**config.mk**
```make
export PLATFORM = sky130hd
export DESIGN_NAME = hctx_port
export DESIGN_NICKNAME = d
export VERILOG_FILES = /design/src/rtl/hctx_pkg.sv /design/src/rtl/hctx_ctrl.sv /design/src/rtl/hctx_regs.sv /design/src/rtl/hctx_chain.sv /design/src/rtl/hctx_port.sv
export SDC_FILE = /design/constraint.sdc
export NUM_CORES = 2
export LEC_CHECK = 0
export ABC_CLOCK_PERIOD_IN_PS = 3500
export BUFFER_PORTS_ARGS = -buffer_cell sky130_fd_sc_hd__buf_2
export CORE_AREA = 2 2 488 490
export CTS_BUF_LIST = sky130_fd_sc_hd__clkbuf_8
export DETAILED_ROUTE_END_ITERATION = 12
export DIE_AREA = 0 0 490 492
export HOLD_SLACK_MARGIN = 0.15
export PLACE_DENSITY_LB_ADDON = 0.3
export SLEW_MARGIN = 0
export SYNTH_ARGS = -nofsm -noshare
export SYNTH_HDL_FRONTEND = slang
export SYNTH_SLANG_ARGS = --single-unit
```
**constraint.sdc**
```tcl
create_clock -name clk -period 3.5 [get_ports clk]
set_clock_uncertainty 0.1 [all_clocks]
set_input_delay 0.7 -clock clk [delete_from_list [all_inputs] [get_ports clk]]
set_output_delay 0.7 -clock clk [all_outputs]
set_load 0.01 [all_outputs]
```
**src/rtl/hctx_pkg.sv**
```systemverilog
package hctx_pkg;

    typedef enum logic [2:0] {
        ALG_SHA256 = 3'd0,
        ALG_SHA224 = 3'd1,
        ALG_SHA384 = 3'd2,
        ALG_SHA512 = 3'd3,
        ALG_SM3    = 3'd4
    } hctx_algo_e;

    typedef enum logic {
        CH_IDLE = 1'b0,
        CH_MID  = 1'b1
    } chain_state_e;

    localparam int unsigned WORDS_NARROW = 8;
    localparam int unsigned WORDS_WIDE   = 16;

    localparam int unsigned OFF_MODE   = 'h00;
    localparam int unsigned OFF_CHAIN  = 'h04;
    localparam int unsigned OFF_STATUS = 'h58;
    localparam int unsigned OFF_LEN_LO = 'h60;
    localparam int unsigned OFF_LEN_HI = 'h64;

    localparam int unsigned ALGO_LSB   = 16;
    localparam int unsigned HMAC_BIT   = 22;
    localparam int unsigned ENDIAN_LSB = 26;

    // 512-bit-state algorithms stream the wide word count
    function automatic logic algo_is_wide(input logic [2:0] code);
        return (code == ALG_SHA384) || (code == ALG_SHA512);
    endfunction

endpackage

```
**src/rtl/hctx_ctrl.sv**
```systemverilog
module hctx_ctrl
    import hctx_pkg::*;
#(
    parameter int unsigned MAX_WORDS = 16,
    localparam int unsigned IDX_W = $clog2(MAX_WORDS)
) (
    input  logic             clk,
    input  logic             rst_n,
    input  logic             chain_go,
    input  logic             mode_wr,
    input  logic             wide,
    output logic [IDX_W-1:0] idx,
    output chain_state_e     state
);

    chain_state_e     state_q, state_d;
    logic [IDX_W-1:0] idx_q, idx_d;
    logic [IDX_W-1:0] last_idx;

    assign last_idx = wide ? IDX_W'(WORDS_WIDE - 1) : IDX_W'(WORDS_NARROW - 1);

    always_ff @(posedge clk) begin
        if (!rst_n) begin
            state_q <= CH_IDLE;
            idx_q   <= '0;
        end else begin
            state_q <= state_d;
            idx_q   <= idx_d;
        end
    end

    always_comb begin
        state_d = state_q;
        idx_d   = idx_q;
        unique case (state_q)
            CH_IDLE: begin
                if (chain_go) begin          // begin
                    state_d = CH_MID;
                    idx_d   = IDX_W'(1);
                end
            end
            CH_MID: begin
                if (mode_wr) begin           // rewind
                    state_d = CH_IDLE;
                    idx_d   = '0;
                end else if (chain_go) begin
                    if (idx_q == last_idx) begin  // wrap
                        state_d = CH_IDLE;
                        idx_d   = '0;
                    end else begin           // advance
                        idx_d = idx_q + IDX_W'(1);
                    end
                end
            end
        endcase
    end

    assign idx   = idx_q;
    assign state = state_q;

endmodule

```
**src/rtl/hctx_regs.sv**
```systemverilog
module hctx_regs #(
    parameter int unsigned DATA_W = 32
) (
    input  logic                clk,
    input  logic                rst_n,
    input  logic                mode_wr,
    input  logic                lo_wr,
    input  logic                hi_wr,
    input  logic [DATA_W-1:0]   wdata,
    input  logic                len_done,
    input  logic [2*DATA_W-1:0] len_in,
    output logic [DATA_W-1:0]   mode,
    output logic [2*DATA_W-1:0] len
);

    logic [DATA_W-1:0]   mode_q;
    logic [2*DATA_W-1:0] len_q;

    always_ff @(posedge clk) begin
        if (!rst_n) begin
            mode_q <= '0;
        end else if (mode_wr) begin
            mode_q <= wdata;
        end
    end

    // bus write to a word overrides the core publish for that word
    always_ff @(posedge clk) begin
        if (!rst_n) begin
            len_q <= '0;
        end else begin
            if (len_done) len_q <= len_in;
            if (lo_wr)    len_q[DATA_W-1:0]        <= wdata;
            if (hi_wr)    len_q[2*DATA_W-1:DATA_W] <= wdata;
        end
    end

    assign mode = mode_q;
    assign len  = len_q;

endmodule

```
**src/rtl/hctx_chain.sv**
```systemverilog
module hctx_chain #(
    parameter int unsigned DATA_W    = 32,
    parameter int unsigned MAX_WORDS = 16,
    localparam int unsigned IDX_W = $clog2(MAX_WORDS)
) (
    input  logic                        clk,
    input  logic                        rst_n,
    input  logic                        wr_en,
    input  logic [IDX_W-1:0]            idx,
    input  logic [DATA_W-1:0]           wdata,
    input  logic [MAX_WORDS*DATA_W-1:0] state_in,
    output logic [MAX_WORDS*DATA_W-1:0] state_out,
    output logic [DATA_W-1:0]           rd_word
);

    for (genvar g = 0; g < MAX_WORDS; g++) begin : g_word
        logic [DATA_W-1:0] word_q;
        always_ff @(posedge clk) begin
            if (!rst_n) begin
                word_q <= '0;
            end else if (wr_en && (idx == IDX_W'(g))) begin
                word_q <= wdata;
            end
        end
        assign state_out[g*DATA_W +: DATA_W] = word_q;
    end

    assign rd_word = state_in[idx*DATA_W +: DATA_W];

endmodule

```
**src/rtl/hctx_port.sv**
```systemverilog
module hctx_port
    import hctx_pkg::*;
#(
    parameter int unsigned DATA_W    = 32,
    parameter int unsigned ADDR_W    = 12,
    parameter int unsigned MAX_WORDS = 16,
    localparam int unsigned IDX_W = $clog2(MAX_WORDS)
) (
    input  logic                        clk,
    input  logic                        rst_n,
    input  logic                        bus_sel,
    input  logic                        bus_wr,
    input  logic [ADDR_W-1:0]           bus_addr,
    input  logic [DATA_W-1:0]           bus_wdata,
    output logic [DATA_W-1:0]           bus_rdata,
    input  logic                        core_busy,
    input  logic [MAX_WORDS*DATA_W-1:0] core_state_in,
    input  logic                        core_len_done,
    input  logic [2*DATA_W-1:0]         core_len_in,
    output logic [MAX_WORDS*DATA_W-1:0] core_state_out,
    output logic [2*DATA_W-1:0]         core_len_out,
    output logic                        core_resume,
    output logic [2:0]                  mode_algo,
    output logic                        mode_hmac,
    output logic [5:0]                  mode_endian
);

    logic hit_mode, hit_chain, hit_status, hit_lo, hit_hi;
    logic chain_go, mode_wr;
    logic [IDX_W-1:0]    chain_idx;
    chain_state_e        chain_state;
    logic [DATA_W-1:0]   mode_q;
    logic [2*DATA_W-1:0] len_q;
    logic [DATA_W-1:0]   chain_rd;
    logic [DATA_W-1:0]   rd_mux;
    logic [DATA_W-1:0]   rdata_q;

    assign hit_mode   = bus_sel && (bus_addr == ADDR_W'(OFF_MODE));
    assign hit_chain  = bus_sel && (bus_addr == ADDR_W'(OFF_CHAIN));
    assign hit_status = bus_sel && (bus_addr == ADDR_W'(OFF_STATUS));
    assign hit_lo     = bus_sel && (bus_addr == ADDR_W'(OFF_LEN_LO));
    assign hit_hi     = bus_sel && (bus_addr == ADDR_W'(OFF_LEN_HI));

    assign chain_go = hit_chain && !core_busy;
    assign mode_wr  = hit_mode && bus_wr;

    hctx_ctrl #(.MAX_WORDS(MAX_WORDS)) u_ctrl (
        .clk      (clk),
        .rst_n    (rst_n),
        .chain_go (chain_go),
        .mode_wr  (mode_wr),
        .wide     (algo_is_wide(mode_q[ALGO_LSB +: 3])),
        .idx      (chain_idx),
        .state    (chain_state)
    );

    hctx_regs #(.DATA_W(DATA_W)) u_regs (
        .clk      (clk),
        .rst_n    (rst_n),
        .mode_wr  (mode_wr),
        .lo_wr    (hit_lo && bus_wr),
        .hi_wr    (hit_hi && bus_wr),
        .wdata    (bus_wdata),
        .len_done (core_len_done),
        .len_in   (core_len_in),
        .mode     (mode_q),
        .len      (len_q)
    );

    hctx_chain #(.DATA_W(DATA_W), .MAX_WORDS(MAX_WORDS)) u_chain (
        .clk       (clk),
        .rst_n     (rst_n),
        .wr_en     (chain_go && bus_wr),
        .idx       (chain_idx),
        .wdata     (bus_wdata),
        .state_in  (core_state_in),
        .state_out (core_state_out),
        .rd_word   (chain_rd)
    );

    always_comb begin
        rd_mux = '0;
        if (hit_mode)        rd_mux = mode_q;
        else if (hit_chain)  rd_mux = core_busy ? '0 : chain_rd;
        else if (hit_status) rd_mux = DATA_W'(core_busy);
        else if (hit_lo)     rd_mux = len_q[DATA_W-1:0];
        else if (hit_hi)     rd_mux = len_q[2*DATA_W-1:DATA_W];
    end

    always_ff @(posedge clk) begin
        if (!rst_n) begin
            rdata_q <= '0;
        end else if (bus_sel && !bus_wr) begin
            rdata_q <= rd_mux;
        end
    end

    assign bus_rdata    = rdata_q;
    assign core_len_out = len_q;
    assign core_resume  = |len_q;
    assign mode_algo    = mode_q[ALGO_LSB +: 3];
    assign mode_hmac    = mode_q[HMAC_BIT];
    assign mode_endian  = mode_q[ENDIAN_LSB +: 6];

endmodule

```
======== Word-level counts from Yosys, hierarchy flattened ========
Cells that the tools add are included.
storage, ports and cells
  flip-flop bits (word level) ............. 645
  bits in latches ......................... 0
  RAM bits ................................ 0
  bits in read-only memories .............. 0
  input port bits ......................... 626
  output and inout bits ................... 619
  logic and storage cells ................. 105
  memories kept ........................... 0
operators by class
  add/sub/neg operators ................... 1
  multiply operators ...................... 0
  div/mod/pow operators ................... 0
  $lt $le $gt $ge ......................... 0
  eq/ne operators ......................... 24
  shift operators ......................... 1
  mux-type cells .......................... 20
  bitwise operators ....................... 1
  reductions and logical operators ........ 36
operators with widths
  kind                 count
  $shiftx 512x10->32   1
  $mux 32              8
  $mux 64              1
  $reduce_or 64->1     1
  $eq 12x7->1 const B  3
  $eq 4x4->1 const B   8
  $logic_and 1x1->1    27
  $mux 4               5
  $eq 4x3->1 const B   4
  $eq 12x3->1 const B  1
  $logic_not 12->1     1
  $eq 4x2->1 const B   2
  $pmux 4 s2           1
  $eq 3x2->1 const B   2
  $add 4x1->4 const B  1
  $eq 4x1->1 const B   1
  $eq 4x4->1           1
  $logic_not 4->1      1
  $mux 1               4
  $reduce_bool 2->1    2
  $ne 3x3->1 const B   1
  $logic_not 1->1      2
  $ne 2x2->1 const B   1
  $pmux 1 s2           1
  3 further kinds      3

======== Logic depth before layout (Yosys ltp) ========
  depth after elaboration ................. 8
  depth in mapped cells ................... 11
  gate-level depth less buffers ........... 6

======== Hierarchy ========
From an unflattened synthesis, not the netlist that was laid out.
second synthesis, totals
  cells, all modules ...................... 3444
  area total of the unflattened synthesis .. 32130.8 um^2
by module, submodules not included
  module      times used  cells an instance  area an instance (um^2)
  hctx_chain  1           2684               24501.0
  hctx_regs   1           386                4723.3
  hctx_port   1           340                2612.5
  hctx_ctrl   1           34                 294.0

======== Worst setup path after synthesis ========
OpenSTA, ideal clock, no wires.
  path type ............................... register to register
  start ................................... register u_ctrl.idx_q[1], in the netlist u_ctrl.idx[1]
  end ..................................... register u_chain.g_word[9].word_q[5]
  library setup time ...................... 70 ps
  data arrival time ....................... 2599 ps
  required time ........................... 3330 ps
  setup slack ............................. 731 ps
  cell stages (with the launch flop) ...... 12
  buffers on the path ..................... 5
  clock period less this slack ............ 2769 ps
  cells stage by stage .................... dfxtp_1 > clkbuf_1 > clkbuf_1 > buf_1 > inv_1 > ha_1 > nand2_1 > or3_1 > clkbuf_1 > clkbuf_1 > nand2_1 > a21oi_1
on the way
  longest elaborated chain between the ends .. 2
ends and longest elaborated chain
  item                    line              RTL
  start, declared         hctx_ctrl.sv:17   logic [IDX_W-1:0] idx_q, idx_d;
  start signal, assigned  hctx_ctrl.sv:28   idx_q <= idx_d;
  $eq 4x4->1              hctx_chain.sv:21  end else if (wr_en && (idx == IDX_W'(g))) begin
  $logic_and 1x1->1       hctx_chain.sv:21
  end signal, assigned    hctx_chain.sv:22  word_q <= wdata;
  end, declared           hctx_chain.sv:17  logic [DATA_W-1:0] word_q;
No other way between the ends.
A chain may end at the register's enable or synchronous reset.

======== Worst setup path in the final report ========
  start ................................... register u_regs.len_q[8], in the netlist u_regs.len[8]
  end ..................................... output core_resume
on the way
  longest elaborated chain between the ends .. 1
ends and longest elaborated chain
  item                             line              RTL
  start, declared                  hctx_regs.sv:17   logic [2*DATA_W-1:0] len_q;
  start signal, assigned           hctx_regs.sv:32   if (len_done) len_q <= len_in;
  start signal, assigned by index  hctx_regs.sv:33   if (lo_wr) len_q[DATA_W-1:0] <= wdata;
  start signal, assigned by index  hctx_regs.sv:34   if (hi_wr) len_q[2*DATA_W-1:DATA_W] <= wdata;
  $reduce_or 64->1                 hctx_port.sv:100  assign core_resume = |len_q;
  end, declared                    hctx_port.sv:22   output logic core_resume,
No other way between the ends.

==> impl_table.tex <==
\begin{tabular}{lr}
\hline
Metric & Value \\
\hline
\multicolumn{2}{l}{\textbf{Placed design}} \\
\quad Placement-stage cell area & 39150 um\^{}2 \\
\quad Global placement routability congestion & about 0.97 \\
\quad PortBufs & 1244 \\
\quad Sum of net half-perimeters after detailed placement & approximately 180000 um \\
\multicolumn{2}{l}{\textbf{Floorplan}} \\
\quad Initial Util & 11.85\% \\
\quad Area of the die & $\sim$240000 um\^{}2 \\
\quad Std-Cell Core Area & 236300 um\^{}2 \\
\quad Number of placement rows & 179 \\
\quad Vertical die dimension & $\sim$490 um \\
\quad Io pins & approximately 1200 \\
\quad Horizontal die dimension & approximately 490 um \\
\multicolumn{2}{l}{\textbf{Critical path}} \\
\quad Path type of the worst setup path & register to primary output \\
\quad Element type at the critical path end & primary output \\
\quad Required time reported for the critical path endpoint & 2.70 ns \\
\quad CP Data Arrival Time & 2.95 ns \\
\quad Worst Setup EP & core\_resume \\
\quad Startpoint types & register \\
\quad Start point of the critical path & u\_regs.len[8] \\
\quad Top fanout value on the critical path & 3 \\
\quad Worst Reg-to-Reg Cells & 7 \\
\quad Reg2Reg Setup Slack & 0.30 ns \\
\quad Critical register-to-register path endpoint & bus\_rdata[14] \\
\quad Launch point of the worst reg-to-reg path & u\_ctrl.idx[0] \\
\multicolumn{2}{l}{\textbf{Logic synthesis}} \\
\quad Unique masters post-synth & slightly below 50 \\
\quad Synthesized net count & slightly below 4000 \\
\quad Async set-reset flop share out of synthesis & 0\% \\
\quad Top flip-flop cell by instance count after synthesis & sky130\_fd\_sc\_hd\_\_dfxtp\_1 \\
\quad Number of enable flip-flop cells after synthesis & 0 \\
\quad Count of synthesis-stage warnings from yosys & 0 \\
\quad Cell count after synthesis & 3309 \\
\quad Flop and latch count out of synthesis & 645 \\
\quad Cell area after technology mapping & $\sim$28000 um\^{}2 \\
\quad Post-Syn Area per Cell & 8.465 um\^{}2 \\
\quad Register area share after synthesis & 46.10\% \\
\multicolumn{2}{l}{\textbf{STA}} \\
\quad Fin crit share & 107.2\% \\
\quad RSZ-0062 raised after global routing & yes \\
\quad Final-report setup violation count & 1 \\
\quad Worst Slack Setup Final & -0.2534 ns \\
\quad Final slew viol count & 0 \\
\quad Worst hold slack after final layout & 0.2231 ns \\
\quad Max-slew headroom at the worst pin & 19.88\% \\
\quad Worst Tran Pin Value & 1.202 ns \\
\quad Peak clock frequency supported by timing & roughly 0.27 GHz \\
\quad Number of hold-slack violations in the final timing report & 0 \\
\quad Fin crit period & 3.753 ns \\
\multicolumn{2}{l}{\textbf{Flow run}} \\
\quad Max-cap violations & 0 \\
\multicolumn{2}{l}{\textbf{Clock network}} \\
\quad Insertion delay of the later-clocked pin in the worst-skew pair & between 0.8 and 0.9 ns \\
\quad Number of clock buffers inserted by TritonCTS & 121 \\
\quad H-tree depth & 3 \\
\quad Sinks on Clock Net & 645 \\
\quad CTS tree & built \\
\quad Buffer depth of the longest clock path & 3 \\
\quad Clock-pin slew reported for the worst setup and hold paths after clock tree synthesis & 0.06 ns \\
\quad Root Buffer & sky130\_fd\_sc\_hd\_\_clkbuf\_8 \\
\multicolumn{2}{l}{\textbf{Final layout}} \\
\quad Filler cell count & $\sim$27000 \\
\quad Final cell area excluding filler cells & 42770 um\^{}2 \\
\quad Core occupancy in the finished layout & 18.10\% \\
\quad Fraction of final layout cells with drive strength greater than 1 & 38.58\% \\
\quad Number of nets in the final layout & 5229 \\
\quad Layout overhead on the synthesized area & 52.70\% \\
\multicolumn{2}{l}{\textbf{Worst hold path}} \\
\quad Hold Path Origin & rst\_n \\
\quad Min-delay worst type & primary input to register \\
\multicolumn{2}{l}{\textbf{Global routing}} \\
\quad Overflow left after global routing & 0 \\
\quad Maximum number of pins on one net before global-route repair & 80 \\
\quad Antenna violations before repair & 108 \\
\quad Total track usage & about 19\% \\
\quad Wire length of the first global-routing pass & 300600 um \\
\quad Number of global-route vias before repair & 30730 \\
\multicolumn{2}{l}{\textbf{Routing}} \\
\quad Vias per inst & 4.002 \\
\quad Number of DRC violations after detailed routing & 0 \\
\quad Routed wire length per instance & 29.29 um \\
\quad Wire length after detailed routing & 232100 um \\
\quad Remaining antenna violation count & 0 \\
\quad First-pass iteration count of the detailed router & 5 \\
\quad First-iteration detailed-routing DRC count & 2783 \\
\quad Vias post-DR & 31720 \\
\multicolumn{2}{l}{\textbf{Power and ir drop}} \\
\quad Peak supply drop & 0.2522 mV \\
\quad Leakage & 17.39 nW \\
\quad Final Power & between 15 and 20 mW \\
\quad Power per cell area & 409.2 nW/um\^{}2 \\
\multicolumn{2}{l}{\textbf{Run status}} \\
\quad Status & finished with violations \\
\quad Violated checks & setup timing \\
\hline
\end{tabular}
how the worst min path moves through the flow:
| stage | end | slack, ns | depth (start not counted) |
|---|---|---|---|
| 5_1_grt | u_chain.g_word[2].word_q[24] | 0.20 | 3 |
| 6_report | u_chain.g_word[2].word_q[27] | 0.22 | 3 |
| 2_1_floorplan | u_regs.mode[10] | 0.33 | 2 |
| 3_5_place_dp | u_chain.g_word[3].word_q[28] | 0.34 | 2 |
| 4_1_cts | u_regs.len[52] | 0.15 | 3 |
| 3_3_place_gp | u_chain.g_word[5].word_q[19] | 0.33 | 2 |
critical path: stages, from the launching register on:
cell and delay [ns]:
sky130_fd_sc_hd__dfxtp_4 0.38, sky130_fd_sc_hd__nor4_4 0.41, sky130_fd_sc_hd__nand4_1 0.53, sky130_fd_sc_hd__or4_4 0.59, sky130_fd_sc_hd__buf_6 0.14
area by class of cell:
cell class                      instances  area [um^2]  area share, %
Clock buffer                          157         2161          5.052
Timing Repair Buffer                 1521         9298          21.74
Multi-Input combinational cell       2305        13730          32.11
Clock inverter                         64        505.5          1.182
Antenna cell                           61        152.6         0.3569
Tap cell                             3167         3963          9.265
Inverter                                5        26.28        0.06143
Sequential cell                       645        12930          30.24
placed cells by master, fill, tap and decap left out, types with 65 or more instances in the layout:
cell type,n
sky130_fd_sc_hd__a211oi_1,65
sky130_fd_sc_hd__a21oi_1,550
sky130_fd_sc_hd__buf_2,1242
sky130_fd_sc_hd__buf_4,141
sky130_fd_sc_hd__clkbuf_8,157
sky130_fd_sc_hd__dfxtp_1,637
sky130_fd_sc_hd__dlygate4sd3_1,73
sky130_fd_sc_hd__mux2i_1,67
sky130_fd_sc_hd__mux4_2,126
sky130_fd_sc_hd__nand2_1,1130
sky130_fd_sc_hd__nor2_1,95
routing by layer:
layer | GRT usage, % | vias up | part of all wire (%)
met3 | 5.116 | 318 | 8.9
met1 | 24.04 | 15570 | 43
met2 | 29.17 | 1710 | 45
met5 | 0 | - | 0.077
met4 | 6.563 | 26 | 3.6
li1 | - | 14090 | -
power breakdown:
part | total (mW) | internal [mW] | switching (mW)
Combinational | 1.76 | 0.648 | 1.11
Clock | 8.25 | 4.49 | 3.76
Sequential | 7.50 | 7.41 | 0.0893
metrics by stage:
step | setup TNS [ns] | setup slack [ns] | instances
after CTS | -0.5246 | -0.5246 | 7863
after global placement | -0.08379 | -0.08379 | 7568
after detailed placement | -0.1123 | -0.1123 | 7568
after floorplan | 0 | 0.7308 | 3309
final | -0.2534 | -0.2534 | 7925
after global routing | -0.3590 | -0.3590 | 7878
synth_stat cells, types with 2 or more instances:
cell,number,share of area (%)
sky130_fd_sc_hd__a22o_1,32,1.0
sky130_fd_sc_hd__nand4_1,13,0.29
sky130_fd_sc_hd__nor4_4,3,0.23
sky130_fd_sc_hd__o31ai_1,2,0.054
sky130_fd_sc_hd__nor2b_1,5,0.11
sky130_fd_sc_hd__o22ai_1,3,0.067
sky130_fd_sc_hd__clkbuf_1,224,3.0
sky130_fd_sc_hd__or3_1,12,0.27
sky130_fd_sc_hd__o221ai_1,31,0.97
sky130_fd_sc_hd__ha_1,4,0.18
sky130_fd_sc_hd__nor3_1,2,0.036
sky130_fd_sc_hd__o211ai_1,3,0.080
sky130_fd_sc_hd__mux4_2,126,10
sky130_fd_sc_hd__buf_4,15,0.40
sky130_fd_sc_hd__a21oi_1,550,9.8
sky130_fd_sc_hd__dfxtp_1,645,46
sky130_fd_sc_hd__and2_1,2,0.045
sky130_fd_sc_hd__a221oi_1,31,0.97
sky130_fd_sc_hd__and4_1,2,0.063
sky130_fd_sc_hd__nand3_1,7,0.13
sky130_fd_sc_hd__mux2_2,3,0.12
sky130_fd_sc_hd__buf_1,11,0.15
sky130_fd_sc_hd__buf_2,103,1.8
sky130_fd_sc_hd__nor3_4,4,0.23
sky130_fd_sc_hd__nor4_2,3,0.13
sky130_fd_sc_hd__a22oi_1,60,1.6
sky130_fd_sc_hd__mux2i_1,67,2.4
sky130_fd_sc_hd__nor4_1,20,0.45
sky130_fd_sc_hd__o21ai_0,4,0.071
sky130_fd_sc_hd__a211oi_1,65,1.7
sky130_fd_sc_hd__nor3_2,8,0.29
sky130_fd_sc_hd__nor2_1,96,1.3
sky130_fd_sc_hd__nand2b_1,3,0.067
sky130_fd_sc_hd__nand2_1,1132,15
sky130_fd_sc_hd__inv_1,4,0.054
flip-flops by register name, indices dropped and copies added, names as in the netlist:
| name | cells |
|---|---|
| u_chain.g_word.word_q | 512 |
| u_regs.len | 64 |
| bus_rdata | 32 |
| u_regs.mode | 32 |
| u_ctrl.idx | 4 |
| u_ctrl.state | 1 |
cells by family after synthesis:
kind of cell,share of synthesized area (%)
muxes,12.65
xor gates and xnor gates,0.03128
AOI/OAI and AO/OA,16.54
DFF,46.10
adders and majority gates,0.1787
and+or+nand+nor,19.01
buffers and inverters,5.499
timing repair:
item | in CTS | in global routing
hold buffers | 73 | 0
setup endpoints to repair | 1 | 1
gates resized for setup | 11 | 3
endpoints found under the hold margin | 72 | 0
buffers inserted | 1 | 1
pin swaps | 3 | 3
Note: power is estimated with default switching activity, not from simulation.
